File: config.mk
export PLATFORM = sky130hd
export DESIGN_NAME = spi_edge_master
export DESIGN_NICKNAME = d
export VERILOG_FILES = /design/src/rtl/spi_edge_pkg.sv /design/src/rtl/spi_edge_regs.sv /design/src/rtl/spi_edge_shifter.sv /design/src/rtl/spi_edge_master.sv
export SDC_FILE = /design/constraint.sdc
export NUM_CORES = 1
export LEC_CHECK = 0
export BUFFER_PORTS_ARGS = -buffer_cell sky130_fd_sc_hd__buf_2
export CAP_MARGIN = 25
export CELL_PAD_IN_SITES_DETAIL_PLACEMENT = 0
export CELL_PAD_IN_SITES_GLOBAL_PLACEMENT = 1
export CORE_MARGIN = 4
export CORE_UTILIZATION = 40
export CTS_CLUSTER_DIAMETER = 200
export CTS_CLUSTER_SIZE = 30
export DETAILED_ROUTE_END_ITERATION = 12
export PLACE_DENSITY_LB_ADDON = 0.1
export SETUP_SLACK_MARGIN = 0.05
export SLEW_MARGIN = 25
export SYNTH_ARGS = -nofsm -noshare
export SYNTH_HDL_FRONTEND = slang
export SYNTH_SLANG_ARGS = --single-unit
File: constraint.sdc
create_clock -name clk -period 2.7 [get_ports clk]
set_input_delay 0.405 -clock clk [delete_from_list [all_inputs] [get_ports clk]]
set_output_delay 0.405 -clock clk [all_outputs]
set_load 0.02 [all_outputs]
File: src/rtl/spi_edge_pkg.sv
package spi_edge_pkg;

    typedef enum logic [3:0] {
        RATE_FAST = 4'd0,
        RATE_MID  = 4'd1,
        RATE_SLOW = 4'd2
    } rate_e;

    typedef struct packed {
        logic [3:0] rate;
        logic       late_smp;
        logic       launch_ret;
        logic       idle_hi;
        logic       en;
    } port_cfg_t;

    function automatic logic rate_ok(input logic [3:0] r);
        return (r == 4'(RATE_FAST)) || (r == 4'(RATE_MID)) || (r == 4'(RATE_SLOW));
    endfunction

    function automatic int half_len(input logic [3:0] r, input int div_f,
                                    input int div_m, input int div_s);
        if (r == 4'(RATE_MID))  return div_m / 2;
        if (r == 4'(RATE_SLOW)) return div_s / 2;
        return div_f / 2;
    endfunction

endpackage

File: src/rtl/spi_edge_regs.sv
module spi_edge_regs
    import spi_edge_pkg::*;
(
    input  logic       clk,
    input  logic       rst,
    input  logic       ctrl_we,
    input  logic [9:0] ctrl_wdata,
    input  logic       tx_we,
    input  logic       busy,
    input  logic       done,
    input  logic       rd_stb,
    output port_cfg_t  cfg,
    output logic       wcol,
    output logic       rovf
);
    logic rx_full;
    logic set_wcol;
    logic set_rovf;

    assign set_wcol = tx_we && cfg.en && busy;
    assign set_rovf = done && rx_full && !rd_stb;

    always_ff @(posedge clk) begin
        if (rst) begin
            cfg     <= '0;
            wcol    <= 1'b0;
            rovf    <= 1'b0;
            rx_full <= 1'b0;
        end else begin
            if (ctrl_we) begin
                cfg.en <= ctrl_wdata[0];
                if (!cfg.en) cfg[7:1] <= ctrl_wdata[7:1];
            end
            if (set_wcol)                      wcol <= 1'b1;
            else if (ctrl_we && !ctrl_wdata[8]) wcol <= 1'b0;
            if (set_rovf)                      rovf <= 1'b1;
            else if (ctrl_we && !ctrl_wdata[9]) rovf <= 1'b0;
            if (done)        rx_full <= 1'b1;
            else if (rd_stb) rx_full <= 1'b0;
        end
    end

    p_lock_r7: assert property (@(posedge clk) disable iff (rst)
        (cfg.en && ctrl_we) |=> (cfg[7:1] == $past(cfg[7:1])));
    p_collision_r9: assert property (@(posedge clk) disable iff (rst)
        (tx_we && busy && cfg.en) |=> wcol);
    p_overflow_r10: assert property (@(posedge clk) disable iff (rst)
        (done && rx_full && !rd_stb) |=> rovf);
endmodule

File: src/rtl/spi_edge_shifter.sv
module spi_edge_shifter
    import spi_edge_pkg::*;
#(
    parameter int DIV_FAST = 4,
    parameter int DIV_MID  = 16,
    parameter int DIV_SLOW = 64,
    parameter int NBITS    = 8
) (
    input  logic             clk,
    input  logic             rst,
    input  port_cfg_t        cfg,
    input  logic             tx_we,
    input  logic [NBITS-1:0] tx_wdata,
    input  logic             miso,
    output logic             sck,
    output logic             mosi,
    output logic             busy,
    output logic             done,
    output logic [NBITS-1:0] rx_data
);
    localparam int CW     = $clog2(DIV_SLOW / 2);
    localparam int HW     = $clog2(2 * NBITS + 1);
    localparam int NHALF  = 2 * NBITS;

    logic             active;
    logic [CW-1:0]    cnt;
    logic [HW-1:0]    hidx;
    logic [HW-1:0]    nxt;
    logic             phase_act;
    logic             mosi_q;
    logic [NBITS-1:0] tx_sh;
    logic [NBITS-1:0] rx_sh;
    logic [CW-1:0]    half_m1;
    logic             tick;
    logic             start;
    logic             take;

    assign half_m1 = CW'(half_len(cfg.rate, DIV_FAST, DIV_MID, DIV_SLOW) - 1);
    assign tick    = active && (cnt == half_m1);
    assign nxt     = hidx + 1'b1;
    assign start   = tx_we && cfg.en && rate_ok(cfg.rate) && !active;
    // mid sample on odd halves, late sample on the next even boundary
    assign take    = cfg.late_smp ? (!nxt[0] && (nxt >= HW'(2))) : nxt[0];

    always_ff @(posedge clk) begin
        if (rst) begin
            active    <= 1'b0;
            cnt       <= '0;
            hidx      <= '0;
            phase_act <= 1'b0;
            mosi_q    <= 1'b0;
            tx_sh     <= '0;
            rx_sh     <= '0;
            rx_data   <= '0;
            done      <= 1'b0;
        end else begin
            done <= 1'b0;
            if (!cfg.en) begin
                active    <= 1'b0;
                phase_act <= 1'b0;
                cnt       <= '0;
            end else if (start) begin
                active    <= 1'b1;
                cnt       <= '0;
                hidx      <= '0;
                phase_act <= ~cfg.launch_ret;
                mosi_q    <= tx_wdata[NBITS-1];
                tx_sh     <= {tx_wdata[NBITS-2:0], 1'b0};
                rx_sh     <= '0;
            end else if (tick) begin
                cnt  <= '0;
                hidx <= nxt;
                if (nxt == HW'(NHALF)) begin
                    active    <= 1'b0;
                    phase_act <= 1'b0;
                    done      <= 1'b1;
                    rx_data   <= cfg.late_smp ? {rx_sh[NBITS-2:0], miso} : rx_sh;
                end else begin
                    phase_act <= nxt[0] ^ ~cfg.launch_ret;
                    if (take) rx_sh <= {rx_sh[NBITS-2:0], miso};
                    if (!nxt[0]) begin
                        mosi_q <= tx_sh[NBITS-1];
                        tx_sh  <= {tx_sh[NBITS-2:0], 1'b0};
                    end
                end
            end else if (active) begin
                cnt <= cnt + 1'b1;
            end
        end
    end

    assign sck  = active ? (cfg.idle_hi ^ phase_act) : cfg.idle_hi;
    assign mosi = mosi_q;
    assign busy = active;

    p_mosi_hold_r4: assert property (@(posedge clk) disable iff (rst)
        (active && $past(active) && tick && nxt[0]) |=> $stable(mosi_q));
    p_done_pulse_r4: assert property (@(posedge clk) disable iff (rst)
        done |=> !done);
endmodule

File: src/rtl/spi_edge_master.sv
module spi_edge_master
    import spi_edge_pkg::*;
#(
    parameter int DIV_FAST = 4,
    parameter int DIV_MID  = 16,
    parameter int DIV_SLOW = 64,
    parameter int NBITS    = 8
) (
    input  logic             clk,
    input  logic             rst,
    input  logic             ctrl_we,
    input  logic [9:0]       ctrl_wdata,
    input  logic             tx_we,
    input  logic [NBITS-1:0] tx_wdata,
    input  logic             rd_stb,
    input  logic             miso,
    output logic             sck,
    output logic             sck_oe,
    output logic             mosi,
    output logic             mosi_oe,
    output logic             cs_n,
    output logic             busy,
    output logic             done,
    output logic [NBITS-1:0] rx_data,
    output logic [7:0]       cfg_rd,
    output logic             wcol,
    output logic             rovf
);
    port_cfg_t cfg;

    spi_edge_regs u_regs (
        .clk(clk), .rst(rst), .ctrl_we(ctrl_we), .ctrl_wdata(ctrl_wdata),
        .tx_we(tx_we), .busy(busy), .done(done), .rd_stb(rd_stb),
        .cfg(cfg), .wcol(wcol), .rovf(rovf)
    );

    spi_edge_shifter #(
        .DIV_FAST(DIV_FAST), .DIV_MID(DIV_MID), .DIV_SLOW(DIV_SLOW), .NBITS(NBITS)
    ) u_shift (
        .clk(clk), .rst(rst), .cfg(cfg), .tx_we(tx_we), .tx_wdata(tx_wdata),
        .miso(miso), .sck(sck), .mosi(mosi), .busy(busy), .done(done),
        .rx_data(rx_data)
    );

    assign sck_oe  = cfg.en;
    assign mosi_oe = cfg.en;
    assign cs_n    = ~busy;
    assign cfg_rd  = cfg;

    p_idle_level_r2: assert property (@(posedge clk) disable iff (rst)
        !busy |-> (sck == cfg_rd[1]));
    p_done_ends_r4: assert property (@(posedge clk) disable iff (rst)
        done |-> (!busy && $past(busy)));
    p_off_idle_r8: assert property (@(posedge clk) disable iff (rst)
        !cfg_rd[0] |=> !busy);
    p_bad_rate_r6: assert property (@(posedge clk) disable iff (rst)
        (!busy && !rate_ok(cfg_rd[7:4])) |=> !busy);
endmodule

### Word level (Yosys, flattened, before mapping)

Cells that the tools add are included.

* register bits: 49
* bits of input ports: 24
* output and inout port bits: 25
* logic and storage cells: 104

* add/sub/neg operators: 3
* order comparisons: 1
* equality and inequality tests: 6
* multiplexer cells: 37
* bitwise logic cells: 7
* reduce and logical (&&, ||, !) cells: 33

Operators with widths (count)
* 8-bit two-way mux: 9
* 1-bit two-way mux: 22
* 5-bit two-way mux: 4
* 4-bit AND reduction: 3
* 2-bit nonzero test: 6
* 5-bit by 1-bit adder with 5-bit output (second input constant): 2
* 1-bit logical AND: 10
* 4-bit two-way mux: 2
* 4-bit OR reduction: 2
* 2-bit AND reduction: 3
* 5-bit equality test: 1
* 5-bit equality test (second input constant): 1
* 5-bit by 2-bit >= comparator with 1-bit output (second input constant): 1
* 1-bit logical NOT: 5
* 1-bit NOT: 5
* 5-bit by 2-bit subtractor with 5-bit output (second input constant): 1
* 4-bit by 1-bit equality test with 1-bit output (second input constant): 1
* 4-bit by 2-bit equality test with 1-bit output (second input constant): 1
* 4-bit logical NOT: 1
* 1-bit logical OR: 2
* 2-bit by 1-bit != test with 1-bit output (second input constant): 1
* 2-bit != test (second input constant): 1
* 2-bit OR reduction: 1
* 1-bit bitwise XOR: 2

### Longest topological paths before layout

* word-level depth: 10
* mapped depth: 8
* mapped depth without buffers: 7

### By module

A second synthesis with hierarchy kept.

* cell total of the unflattened synthesis: 303
* area total of the unflattened synthesis: 2623.8 um^2

By module, submodules not included
* spi_edge_shifter: instances 1, cells an instance 252, area each 2089.5 um^2, sequential area each 740.7 um^2
* spi_edge_regs: instances 1, cells an instance 48, area each 515.5 um^2, sequential area each 220.2 um^2
* spi_edge_master: instances 1, cells an instance 3, area each 18.8 um^2, sequential area each 0.0 um^2

### Worst setup path after synthesis

Ideal clock, no wire load.

* kind: register to register
* start: reg u_shift.active, in the netlist u_shift.busy
* end: reg u_shift.mosi_q, in the netlist u_shift.mosi
* library setup time: 0.122 ns
* data arrival time: 1.891 ns
* data required time: 2.578 ns
* path slack: 0.687 ns
* stages on the path, launching flop included: 8
* path buffers: 1
* clock period less this slack: 2.013 ns
* cells stage by stage: dfxtp_1 > buf_2 > nand2_1 > a311oi_2 > o21ai_2 > or3_4 > or3_1 > o311a_1

* cells in the longest elaborated chain, start to end: 4
* elaborated cells between the ends (all ways): 8
* those cells by class: eq/ne: 2; mux: 1; reduce/logical: 5

RTL lines
* from (decl): RTL line spi_edge_shifter.sv:25 `logic active;`
* from (signal assigned): RTL line spi_edge_shifter.sv:47 `active <= 1'b0;`
* from (signal assigned): RTL line spi_edge_shifter.sv:59 `active <= 1'b0;`
* from (signal assigned): RTL line spi_edge_shifter.sv:63 `active <= 1'b1;`
* 1-bit logical NOT: RTL line spi_edge_shifter.sv:41 `assign start = tx_we && cfg.en && rate_ok(cfg.rate) && !active;`
* 1-bit logical AND: RTL line spi_edge_shifter.sv:41
* 2-bit != test (no line), or another cell as far along
* 4-bit AND reduction (no line)
* to (signal assigned): RTL line spi_edge_shifter.sv:67 `mosi_q <= tx_wdata[NBITS-1];`
* to (signal assigned): RTL line spi_edge_shifter.sv:82 `mosi_q <= tx_sh[NBITS-1];`
* to (decl): RTL line spi_edge_shifter.sv:30 `logic mosi_q;`

Several ways; a longest one is shown, not always the timed one.
A chain may end at the register's enable or synchronous reset.

### Worst setup path in the final report

* start: reg u_shift.hidx[0]
* end: reg u_shift.rx_sh[6]

* cells in the longest elaborated chain, start to end: 6
* elaborated cells between the ends (all ways): 9
* those cells by class: add/sub: 1; order compare: 1; eq/ne: 2; mux: 1; reduce/logical: 4

RTL lines
* from (decl): RTL line spi_edge_shifter.sv:27 `logic [HW-1:0] hidx;`
* from (signal assigned): RTL line spi_edge_shifter.sv:72 `hidx <= nxt;`
* 5-bit by 1-bit adder with 5-bit output *: RTL line spi_edge_shifter.sv:40 `assign nxt = hidx + 1'b1;`
* 5-bit by 2-bit >= comparator with 1-bit output or 1-bit logical NOT (tied branches): RTL line spi_edge_shifter.sv:43 `assign take = cfg.late_smp ? (!nxt[0] && (nxt >= HW'(2))) : nxt[0];`
* 1-bit logical AND: RTL line spi_edge_shifter.sv:43
* 1-bit two-way mux: RTL line spi_edge_shifter.sv:43
* 2-bit nonzero test (no line)
* 4-bit AND reduction (no line) *
* to (signal assigned): RTL line spi_edge_shifter.sv:80 `if (take) rx_sh <= {rx_sh[NBITS-2:0], miso};`
* to (decl): RTL line spi_edge_shifter.sv:32 `logic [NBITS-1:0] rx_sh;`

Every way passes the cells marked *; elsewhere a longest branch is shown, timed or not.

==> impl_results.md <==
- Outcome: finished, final reports clean
- Hold path depth: 2
- Synthesized cell area: ~2300 sq um
- Number of global-route vias before repair: 1916
- Synth Area in Adders: 0.0164
- Rows: 27
- N_diodes: 0
- Synth unique cells: between 40 and 50
- Gpl congestion: about 0.8
- DIE AREA: 7000 sq um
- Hold_buf cts: 0
- Syn Area/Cell: about 8.9 sq um
- Io pins: 49
- Cells after synthesis: 256
- Largest cells by area after synthesis: dfxtp_1 (42%), mux2i_1 (7.4%), nor2_1 (6.6%)
- Max_cap viols: 0
- Synth Area in Compound Gates: 0.186
- H-tree depth: 2
- Final wirelength: roughly 5400 um
- Hold Startpoint: miso
- Die width: roughly 84 um
- RSZ-0062 raised after global routing: false
- CTS buffer count: 5
- Flop and latch count out of synthesis: between 40 and 50
- Crit Path Max Fanout: 11
- Layout cells sized above 1: 0.251
- Global Route Usage Sum: 0.158
- Leading area contributor after synthesis: dfxtp_1
- Pin count of the biggest net entering global routing: 38
- Overflow after GRT: 0
- RR Startpoint: u_shift.hidx[0]
- Post-synthesis async set-or-reset flop share: 0
- Bufs on Longest Clock Path: 2
- HPWL after DPL: between 3000 and 4000 um
- CP Data Required Time: approximately 3.0 ns
- First-pass DRT Iterations: 4
- Leakage: 1.24 nW
- CP Capture Type: flop
- Clock skew: roughly 0.0076 ns
- Worst-path clk slew: ~0.10 ns
- Power density cells: ~550 nW/um^2
- Fin crit share: 0.818
- Max-slew headroom: 0.471
- Routed len/inst: 14.5 um
- Hold Path End: u_shift.rx_sh[0]
- DR iter-0 viols: 54
- Setup TNS: 0 ns
- Footprint of the multi-input gates: ~1200 sq um
- Mux share of post-synthesis cell area: 0.114
- Synth cell count leaders: dfxtp_1 (48), nor2_1 (40), nand2_1 (18), mux2i_1 (17)
- Clk sink count: 48
- IO buf count: 48
- Power Total: ~1.5 mW
- Via/cell ratio: around 5.3
- YS warnings: 0
- Fill cells: 562
- Final Hold Vio Count: 0
- Arrival time at the worst endpoint: around 2.5 ns
- Slew @ Worst Pin: 0.790 ns
- Register area: 961 sq um
- Layout Nets: 325
- Antenna violations before repair: 0
- Core footprint: about 5500 sq um
- Peak VDD IR: around 300 uV
- Fmax: around 450 MHz
- First-pass GRT wire length: 9250 um
- Kind of start point of the critical path: flop
- # setup viols final: 0
- Ys flop type: dfxtp_1
- Worst skew pair latency: ~0.3 ns
- Post-synthesis sequential area ratio: 0.420
- Die span in y: about 84 um
- Largest family of logic cells by synthesized area: simple AND/OR/NAND/NOR gates
- Hold Path Class: input port to flop
- Post-synth EDFFs: 0
- TritonCTS clock tree: yes
- Vias: 1964
- Syn nets: roughly 280
- Count leader, synth: dfxtp_1
- Simple-gate share of the synthesized area: 0.196
- Top cell type's share of synthesized area: 0.420
- Initial Utilization: 0.413
- DRC viols: 0
- PostCTS Resize Cnt: 0
- CTS root buf: clkbuf_8
- Worst r2r dst: u_shift.rx_sh[6]
- Post-synthesis xor/xnor area fraction: 0.0230
- Pins over their slew limit: 0
- Reg2Reg Depth: 7
- Min Tclk post-route: between 2 and 2.5 ns
- Critical path class: flop to flop
- Final ANT Viol Nets: 0
- Post-CTS setup buffers: 0
- Area Overhead vs Synth: 18.3%
- Reg2reg setup slack: between 0.4 and 0.5 ns
## metal layers
metal | up-vias | routed length, um | track usage
met5 | - | 0 | 0
met4 | 0 | 59 | 0.0439
met3 | 6 | 166 | 0.0286
met2 | 32 | 2430 | 0.255
met1 | 912 | 2710 | 0.217
li1 | 1014 | - | -
## flip-flops by register name, indices dropped and copies added, names as in the netlist
| signal | flops |
|---|---|
| u_regs.cfg | 8 |
| u_shift.rx_data | 8 |
| u_shift.rx_sh | 8 |
| u_shift.tx_sh | 7 |
| u_shift.cnt | 5 |
| u_shift.hidx | 5 |
| u_regs.rovf | 1 |
| u_regs.rx_full | 1 |
| u_regs.wcol | 1 |
| u_shift.busy | 1 |
| u_shift.done | 1 |
| u_shift.mosi | 1 |
| u_shift.phase_act | 1 |
## cell families (layout without fill, tap and decap cells)
family          Yosys count  in the layout
buf+inv                  25             68
flops                    48             48
compound gates           57             57
mux                      25             25
fa+ha+maj                 3              3
xor+xnor                  6              6
simple gates             92             92
## per-stage QoR
step	hold WS, ns	setup WS [ns]	utilization	instances	area, sq um
after CTS	0.312	0.507	0.489	371	2710
final	0.318	0.492	0.489	371	2710
after floorplan	0.445	0.687	-	256	2290
after global placement	0.460	0.572	0.464	363	2570
after detailed placement	0.461	0.530	0.464	363	2570
after global routing	0.312	0.305	0.489	371	2710
## final cells by class
cell class | count | share of cell area
clock buffers | 5 | 0.0254
clock inverters | 3 | 0.0254
inverters | 9 | 0.0125
multi-input cells | 183 | 0.452
flip-flops and latches | 48 | 0.355
well taps | 72 | 0.0333
repair buffers | 51 | 0.0970
## critical path, cell delays in order (launching register included)
cell       delay [ns]
dfxtp_1          0.56
ha_1             0.31
nand2_1          0.11
o21ba_2          0.21
o2111ai_1        0.17
o2111ai_1        0.17
a31oi_2          0.44
a22o_1           0.21
## power breakdown
group	switching (mW)	internal, mW	leakage [nW]
clock	0.258	0.373	0.0687
combinational	0.0705	0.0460	0.788
sequential	0.0121	0.717	0.388
total	0.340	1.14	1.24
## cell usage in the layout (no fill, tap or decap), types with 2 or more instances in the layout
cell type	instances
nand2_1	18
clkbuf_8	5
ha_1	3
buf_4	3
o21ai_0	6
o2111ai_1	2
o22ai_1	6
xnor2_1	4
bufinv_16	2
buf_2	48
nand4_1	4
inv_1	9
a22oi_1	2
mux2_2	8
a31oi_1	2
xor2_1	2
a21oi_1	11
nor3_1	3
and3_1	2
dfxtp_1	48
mux2i_1	17
o311a_1	6
nand4b_1	2
nand3_1	3
nor2_1	40
a22o_1	8
a211oi_1	4
or3_1	11
## worst max path at each step
| stage | cells past startpoint | startpoint | slack, ns | to |
|---|---|---|---|---|
| floorplan | 7 | u_shift.busy | 0.69 | u_shift.mosi |
| global placement | 7 | u_shift.hidx[0] | 0.57 | u_shift.rx_sh[3] |
| detailed placement | 7 | u_shift.hidx[0] | 0.53 | u_shift.rx_sh[1] |
| CTS | 7 | u_shift.hidx[0] | 0.51 | u_shift.rx_sh[1] |
| global route | 7 | u_shift.hidx[0] | 0.30 | u_shift.rx_sh[6] |
| finish | 7 | u_shift.hidx[0] | 0.49 | u_shift.rx_sh[6] |
Note: power is estimated with default switching activity, not from simulation.
